`config.mk`:
```
export PLATFORM = sky130hd
export DESIGN_NAME = reset_pulse_gen
export DESIGN_NICKNAME = d
export VERILOG_FILES = /design/src/rtl/rpg_pkg.sv /design/src/rtl/rpg_mr_qual.sv /design/src/rtl/rpg_hold_timer.sv /design/src/rtl/rpg_out_stage.sv /design/src/rtl/reset_pulse_gen.sv
export SDC_FILE = /design/constraint.sdc
export NUM_CORES = 1
export LEC_CHECK = 0
export BUFFER_PORTS_ARGS = -buffer_cell sky130_fd_sc_hd__buf_2
export CAP_MARGIN = 5
export CORE_AREA = 4 4 44 46
export DETAILED_ROUTE_END_ITERATION = 12
export DIE_AREA = 0 0 48 50
export PLACE_DENSITY = 0.83
export SLEW_MARGIN = 0
export SYNTH_ARGS = -nofsm -noshare
export SYNTH_HDL_FRONTEND = slang
export SYNTH_SLANG_ARGS = --single-unit
export TNS_END_PERCENT = 100
```
`constraint.sdc`:
```
create_clock -name clk_i -period 2.6 [get_ports clk_i]
set_input_delay 0.13 -clock clk_i [delete_from_list [all_inputs] [get_ports clk_i]]
set_output_delay 0.13 -clock clk_i [all_outputs]
set_load 0.01 [all_outputs]
```
`src/rtl/rpg_pkg.sv`:
```
package rpg_pkg;
  typedef struct packed {
    logic uv;
    logic mr;
    logic wdt;
  } rpg_req_t;

  function automatic logic req_any(rpg_req_t r);
    return r.uv | r.mr | r.wdt;
  endfunction
endpackage

```
`src/rtl/rpg_mr_qual.sv`:
```
module rpg_mr_qual #(
  parameter int SYNC_STAGES = 2,
  parameter int FILT_CYC    = 8
) (
  input  logic clk_i,
  input  logic rst_ni,
  input  logic mr_ni,
  output logic mr_act_o
);
  localparam int FW = $clog2(FILT_CYC + 1);
  localparam logic [FW-1:0] LAST = FW'(FILT_CYC - 1);

  logic [SYNC_STAGES-1:0] sync_q;
  logic [FW-1:0]          cnt_q;
  logic                   act_q;
  logic                   mr_lvl;

  for (genvar i = 0; i < SYNC_STAGES; i++) begin : g_sync
    if (i == 0) begin : g_first
      always_ff @(posedge clk_i or negedge rst_ni)
        if (!rst_ni) sync_q[i] <= 1'b1;
        else         sync_q[i] <= mr_ni;
    end else begin : g_next
      always_ff @(posedge clk_i or negedge rst_ni)
        if (!rst_ni) sync_q[i] <= 1'b1;
        else         sync_q[i] <= sync_q[i-1];
    end
  end

  assign mr_lvl = sync_q[SYNC_STAGES-1];

  // any high sample drops qualification and reloads the filter
  always_ff @(posedge clk_i or negedge rst_ni) begin
    if (!rst_ni) begin
      cnt_q <= '0;
      act_q <= 1'b0;
    end else if (mr_lvl) begin
      cnt_q <= '0;
      act_q <= 1'b0;
    end else if (cnt_q == LAST) begin
      act_q <= 1'b1;
    end else begin
      cnt_q <= cnt_q + 1'b1;
    end
  end

  assign mr_act_o = act_q;

  assert_qual_low_R6: assert property (@(posedge clk_i) disable iff (!rst_ni)
    $rose(act_q) |-> $past(!mr_lvl));
  assert_drop_on_high_R7: assert property (@(posedge clk_i) disable iff (!rst_ni)
    mr_lvl |=> !act_q);
endmodule

```
`src/rtl/rpg_hold_timer.sv`:
```
module rpg_hold_timer #(
  parameter int HOLD_CYC = 1400
) (
  input  logic clk_i,
  input  logic rst_ni,
  input  logic req_i,
  output logic busy_o
);
  localparam int CW = $clog2(HOLD_CYC + 1);
  localparam logic [CW-1:0] FULL = CW'(HOLD_CYC);

  logic [CW-1:0] cnt_q;

  // power-on starts with a full hold
  always_ff @(posedge clk_i or negedge rst_ni) begin
    if (!rst_ni)            cnt_q <= FULL;
    else if (req_i)         cnt_q <= FULL;
    else if (cnt_q != '0)   cnt_q <= cnt_q - 1'b1;
  end

  assign busy_o = (cnt_q != '0);

  assert_req_asserts_R2: assert property (@(posedge clk_i) disable iff (!rst_ni)
    req_i |=> busy_o);
  assert_no_early_release_R3: assert property (@(posedge clk_i) disable iff (!rst_ni)
    $fell(busy_o) |-> $past(!req_i));
  assert_count_bound_R3: assert property (@(posedge clk_i) disable iff (!rst_ni)
    cnt_q <= FULL);
endmodule

```
`src/rtl/rpg_out_stage.sv`:
```
module rpg_out_stage (
  input  logic clk_i,
  input  logic rst_ni,
  input  logic busy_i,
  output logic rst_o,
  output logic rst_no,
  output logic busy_o,
  output logic rel_o
);
  logic prev_q;

  always_ff @(posedge clk_i or negedge rst_ni)
    if (!rst_ni) prev_q <= 1'b1;
    else         prev_q <= busy_i;

  assign rst_o  = busy_i;
  assign rst_no = ~busy_i;
  assign busy_o = busy_i;
  assign rel_o  = prev_q & ~busy_i;

  assert_rel_edge_R9: assert property (@(posedge clk_i) disable iff (!rst_ni)
    rel_o |=> !rel_o);
  assert_rel_after_high_R9: assert property (@(posedge clk_i) disable iff (!rst_ni)
    $fell(rst_o) |-> rel_o);
endmodule

```
`src/rtl/reset_pulse_gen.sv`:
```
module reset_pulse_gen #(
  parameter int HOLD_CYC    = 1400,
  parameter int MR_FILT_CYC = 8,
  parameter int SYNC_STAGES = 2
) (
  input  logic clk_i,
  input  logic rst_ni,
  input  logic uv_i,
  input  logic mr_ni,
  input  logic wdt_i,
  output logic sys_rst_no,
  output logic sys_rst_o,
  output logic rst_busy_o,
  output logic rst_release_o
);
  import rpg_pkg::*;

  rpg_req_t req;
  logic     mr_act;
  logic     busy;

  rpg_mr_qual #(.SYNC_STAGES(SYNC_STAGES), .FILT_CYC(MR_FILT_CYC)) u_mr (
    .clk_i, .rst_ni, .mr_ni, .mr_act_o(mr_act)
  );

  assign req = '{uv: uv_i, mr: mr_act, wdt: wdt_i};

  rpg_hold_timer #(.HOLD_CYC(HOLD_CYC)) u_hold (
    .clk_i, .rst_ni, .req_i(req_any(req)), .busy_o(busy)
  );

  rpg_out_stage u_out (
    .clk_i, .rst_ni, .busy_i(busy),
    .rst_o(sys_rst_o), .rst_no(sys_rst_no), .busy_o(rst_busy_o), .rel_o(rst_release_o)
  );

  assert_uv_hold_R2: assert property (@(posedge clk_i) disable iff (!rst_ni)
    uv_i |=> sys_rst_o);
  assert_wdt_pulse_R4: assert property (@(posedge clk_i) disable iff (!rst_ni)
    wdt_i |=> sys_rst_o);
  assert_complement_R8: assert property (@(posedge clk_i) disable iff (!rst_ni)
    sys_rst_no != sys_rst_o);
endmodule

```
==> reports/qor.csv <==
stage,metric,value,unit
grt,grt_pass1_vias,704,
timing,grt_setup_unrepaired,no,
synth,ys_ff_latch,19,
setup_path,path_class,register to output pin,
setup_path,cp_max_fo,9,
placed_design,io_buffers,8,
synth,syn-cell-area,881,um2
clocking,cts_inserted_buffers,3,
finish,num_antenna_cells,0,
synth,synth_top_area_frac,0.284,
synth,synth-seq-area-share,0.553,
synth,synthFlopType,dfrtp_1,
finish,multi_input_area,368,um2
finish,final_common_cell,nor2_1,
synth,yosys_warnings,0,
setup_path,reg2reg_depth,4,
setup_path,critical_path.most_common_cell,inv_1,
hold_path,hold_path_depth,3,
grt,grt_remaining_overflow,0,
clocking,cts_resized,0,
synth,synth.area.top_cells,"dfrtp_1 (28%), dfstp_2 (27%), nor2_1 (4.7%)",
floorplanning,core,1510,um2
synth,syn_nets,96,
grt,antenna_found_initial,0,
finish,layout_common_cells,"nor2_1 (11), dfrtp_1 (10), dfstp_2 (9)",
floorplanning,dieHeight,50,um
setup_path,worst-path-buf-inv,3,
hold_path,hold_class,input pin to register,
routing,wl_per_cell,14.5,um
placed_design,place_hpwl,1.24,mm
setup_path,cp_slowest_stage_delay,0.42,ns
finish,post-route-util,0.649,
placed_design,post-place-ws,0.868,ns
setup_path,rr_startpoint,u_hold.cnt_q[0],
grt,grt_usage,0.176,
setup_path,cp.required,2.47,ns
timing,finalCritPeriodShare,0.773,
clocking,clk_latency,0.30,ns
finish,register_area,487,um2
setup_path,slowest_stage,dfrtp_1,
timing,hold_violations,0,
routing,route.detailed.drc,0,
setup_path,path_cells,"inv_1, ha_1, nor4b_1, nand3_1, inv_1, buf_2",
flow_run,cap_violations,0,
finish,fill_cells,124,
routing,ant_nets,0,
hold_path,holdPathEnd,u_hold.cnt_q[8],
finish,layout-drive-gt1-share,0.218,
clocking,cts_htree_levels,1,
timing,skew,0.00716,ns
finish,fin_area,977,um2
setup_path,critPathTopFamily,simple AND/OR/NAND/NOR gates,
clocking,clk_path_buf_depth,2,
routing,drt-total-wl,1.70,mm
finish,syn_to_final_growth,10.9,%
setup_path,worst_r2r_endpoint,u_hold.cnt_q[7],
setup_path,crit_path_end_kind,output pin,
setup_path,start_kind,register,
power,leakage,0.000419,uW
finish,final_net_count,109,
placed_design,globalplace.congestion,0.836,
synth,syn_inst,89,
clocking,cts_tree,yes,
timing,maxSlewViolCount,0,
floorplanning,dieWidth,48,um
setup_path,crit_arrival,1.88,ns
synth,syn_area_per_cell,9.90,um2
clocking,numClockSinks,19,
timing,finalSetupViolCount,0,
timing,fin_ws,0.589,ns
grt,grt_max_degree,20,
synth,synth_top_area_cell,dfrtp_1,
synth,ys_types,28,
timing,worst_pin_slew,0.411,ns
synth,synthArstFlopShare,1.00,
power,ir_drop,0.371,mV
timing,max-slew-margin-rel,0.724,
timing,post-route-min-period,2.01,ns
power,power_density,517,nW/um2
run_status,status,finished clean,
clocking,postCtsSetupBuffers,0,
floorplanning,start_util,0.585,
floorplanning,row_count,14,
clocking,holdBufCountCts,2,
routing,drtIter0Drc,17,
routing,viasPerCell,6.04,
setup_path,reg2reg_slack,0.85,ns
timing,fmax,497,MHz
grt,grt_pass1_wl,3.10,mm
floorplanning,ios,9,
synth,synth_edf_count,0,
routing,num_vias,707,
routing,firstDrtPassIters,4,
timing,fin_setup_tns,0,ns
floorplanning,dieArea,2400,um2
placed_design,dpl_cell_area,930,um2
power,p_total,505,uW
clocking,cts.clk_slew.worst_paths,0.11,ns
hold_path,hp-start,wdt_i,
clocking,clock-root-buffer,clkbuf_4,
[state kept, by name (all words and copies together), names as in the netlist]
| signal | cells |
|---|---|
| u_out.prev_q | 1 |
| u_mr.cnt_q | 4 |
| u_mr.sync_q | 1 |
| u_mr.mr_act_o | 1 |
| u_hold.cnt_q | 11 |
| u_mr.mr_lvl | 1 |
[report_power, final]
group	switching [uW]	leakage, uW	internal (uW)
logic	23.4	0.000171	16.8
registers	10.1	0.000230	308
clock network	89.6	0.0000177	57.2
total	123	0.000419	382
[area by class of cell]
class	count	area share
sequential	19	0.498
clock inverter	1	0.00512
timing repair buffer	10	0.0615
tap	16	0.0205
clock buffer	3	0.0230
inverter	4	0.0154
multi-input combinational	64	0.376
[cells in the mapped netlist (2+ instances only)]
master and n:
o31ai_1 2, nor2_1 11, dfstp_2 9, ha_1 2
nand3_1 3, or3_1 5, o21ai_0 4, inv_1 4
nor3_1 4, nor2b_1 2, a21oi_1 8, or4_1 3
nand2_1 8, dfrtp_1 10
[layer usage]
layer / GRT usage / vias up / part of all wire
met1: 0.250 / 338 / 0.46
met5: 0 / - / 0
met3: 0.0364 / 6 / 0.044
met4: 0.0717 / 0 / 0.031
met2: 0.256 / 21 / 0.47
li1: - / 342 / -
[how the worst max path moves through the flow]
stage                    startpoint              end  slack (ns)  cells after the start
finish              u_hold.cnt_q[0]       sys_rst_no        0.59                      6
global route        u_hold.cnt_q[0]       sys_rst_no        0.31                      6
CTS                 u_hold.cnt_q[0]       sys_rst_no        0.58                      6
detailed placement  u_hold.cnt_q[0]  u_hold.cnt_q[9]        0.87                      4
global placement    u_hold.cnt_q[0]  u_hold.cnt_q[2]        0.92                      6
floorplan           u_hold.cnt_q[0]  u_hold.cnt_q[0]        0.99                      6
[kinds of logic after synthesis]
kind of cell | count (synthesis) | synth area share
AOI/OAI and AO/OA | 20 | 0.138
xor gates and xnor gates | 2 | 0.0199
adders and majority gates | 2 | 0.0284
buffers and inverters | 6 | 0.0298
DFF | 19 | 0.553
and+or+nand+nor | 40 | 0.232
[metrics by stage]
step | hold WS (ns) | instances
final | 0.0512 | 117
after global routing | 0.0522 | 117
after CTS | 0.0489 | 117
after detailed placement | 0.0858 | 111
after global placement | 0.0800 | 111
after floorplan | -0.166 | 89
[tightest hold or removal path, cell delays in order]
cell and delay (ns):
buf_2 0.09, nor3_1 0.05, nand3_1 0.06
Note: power is estimated with default switching activity, not from simulation.
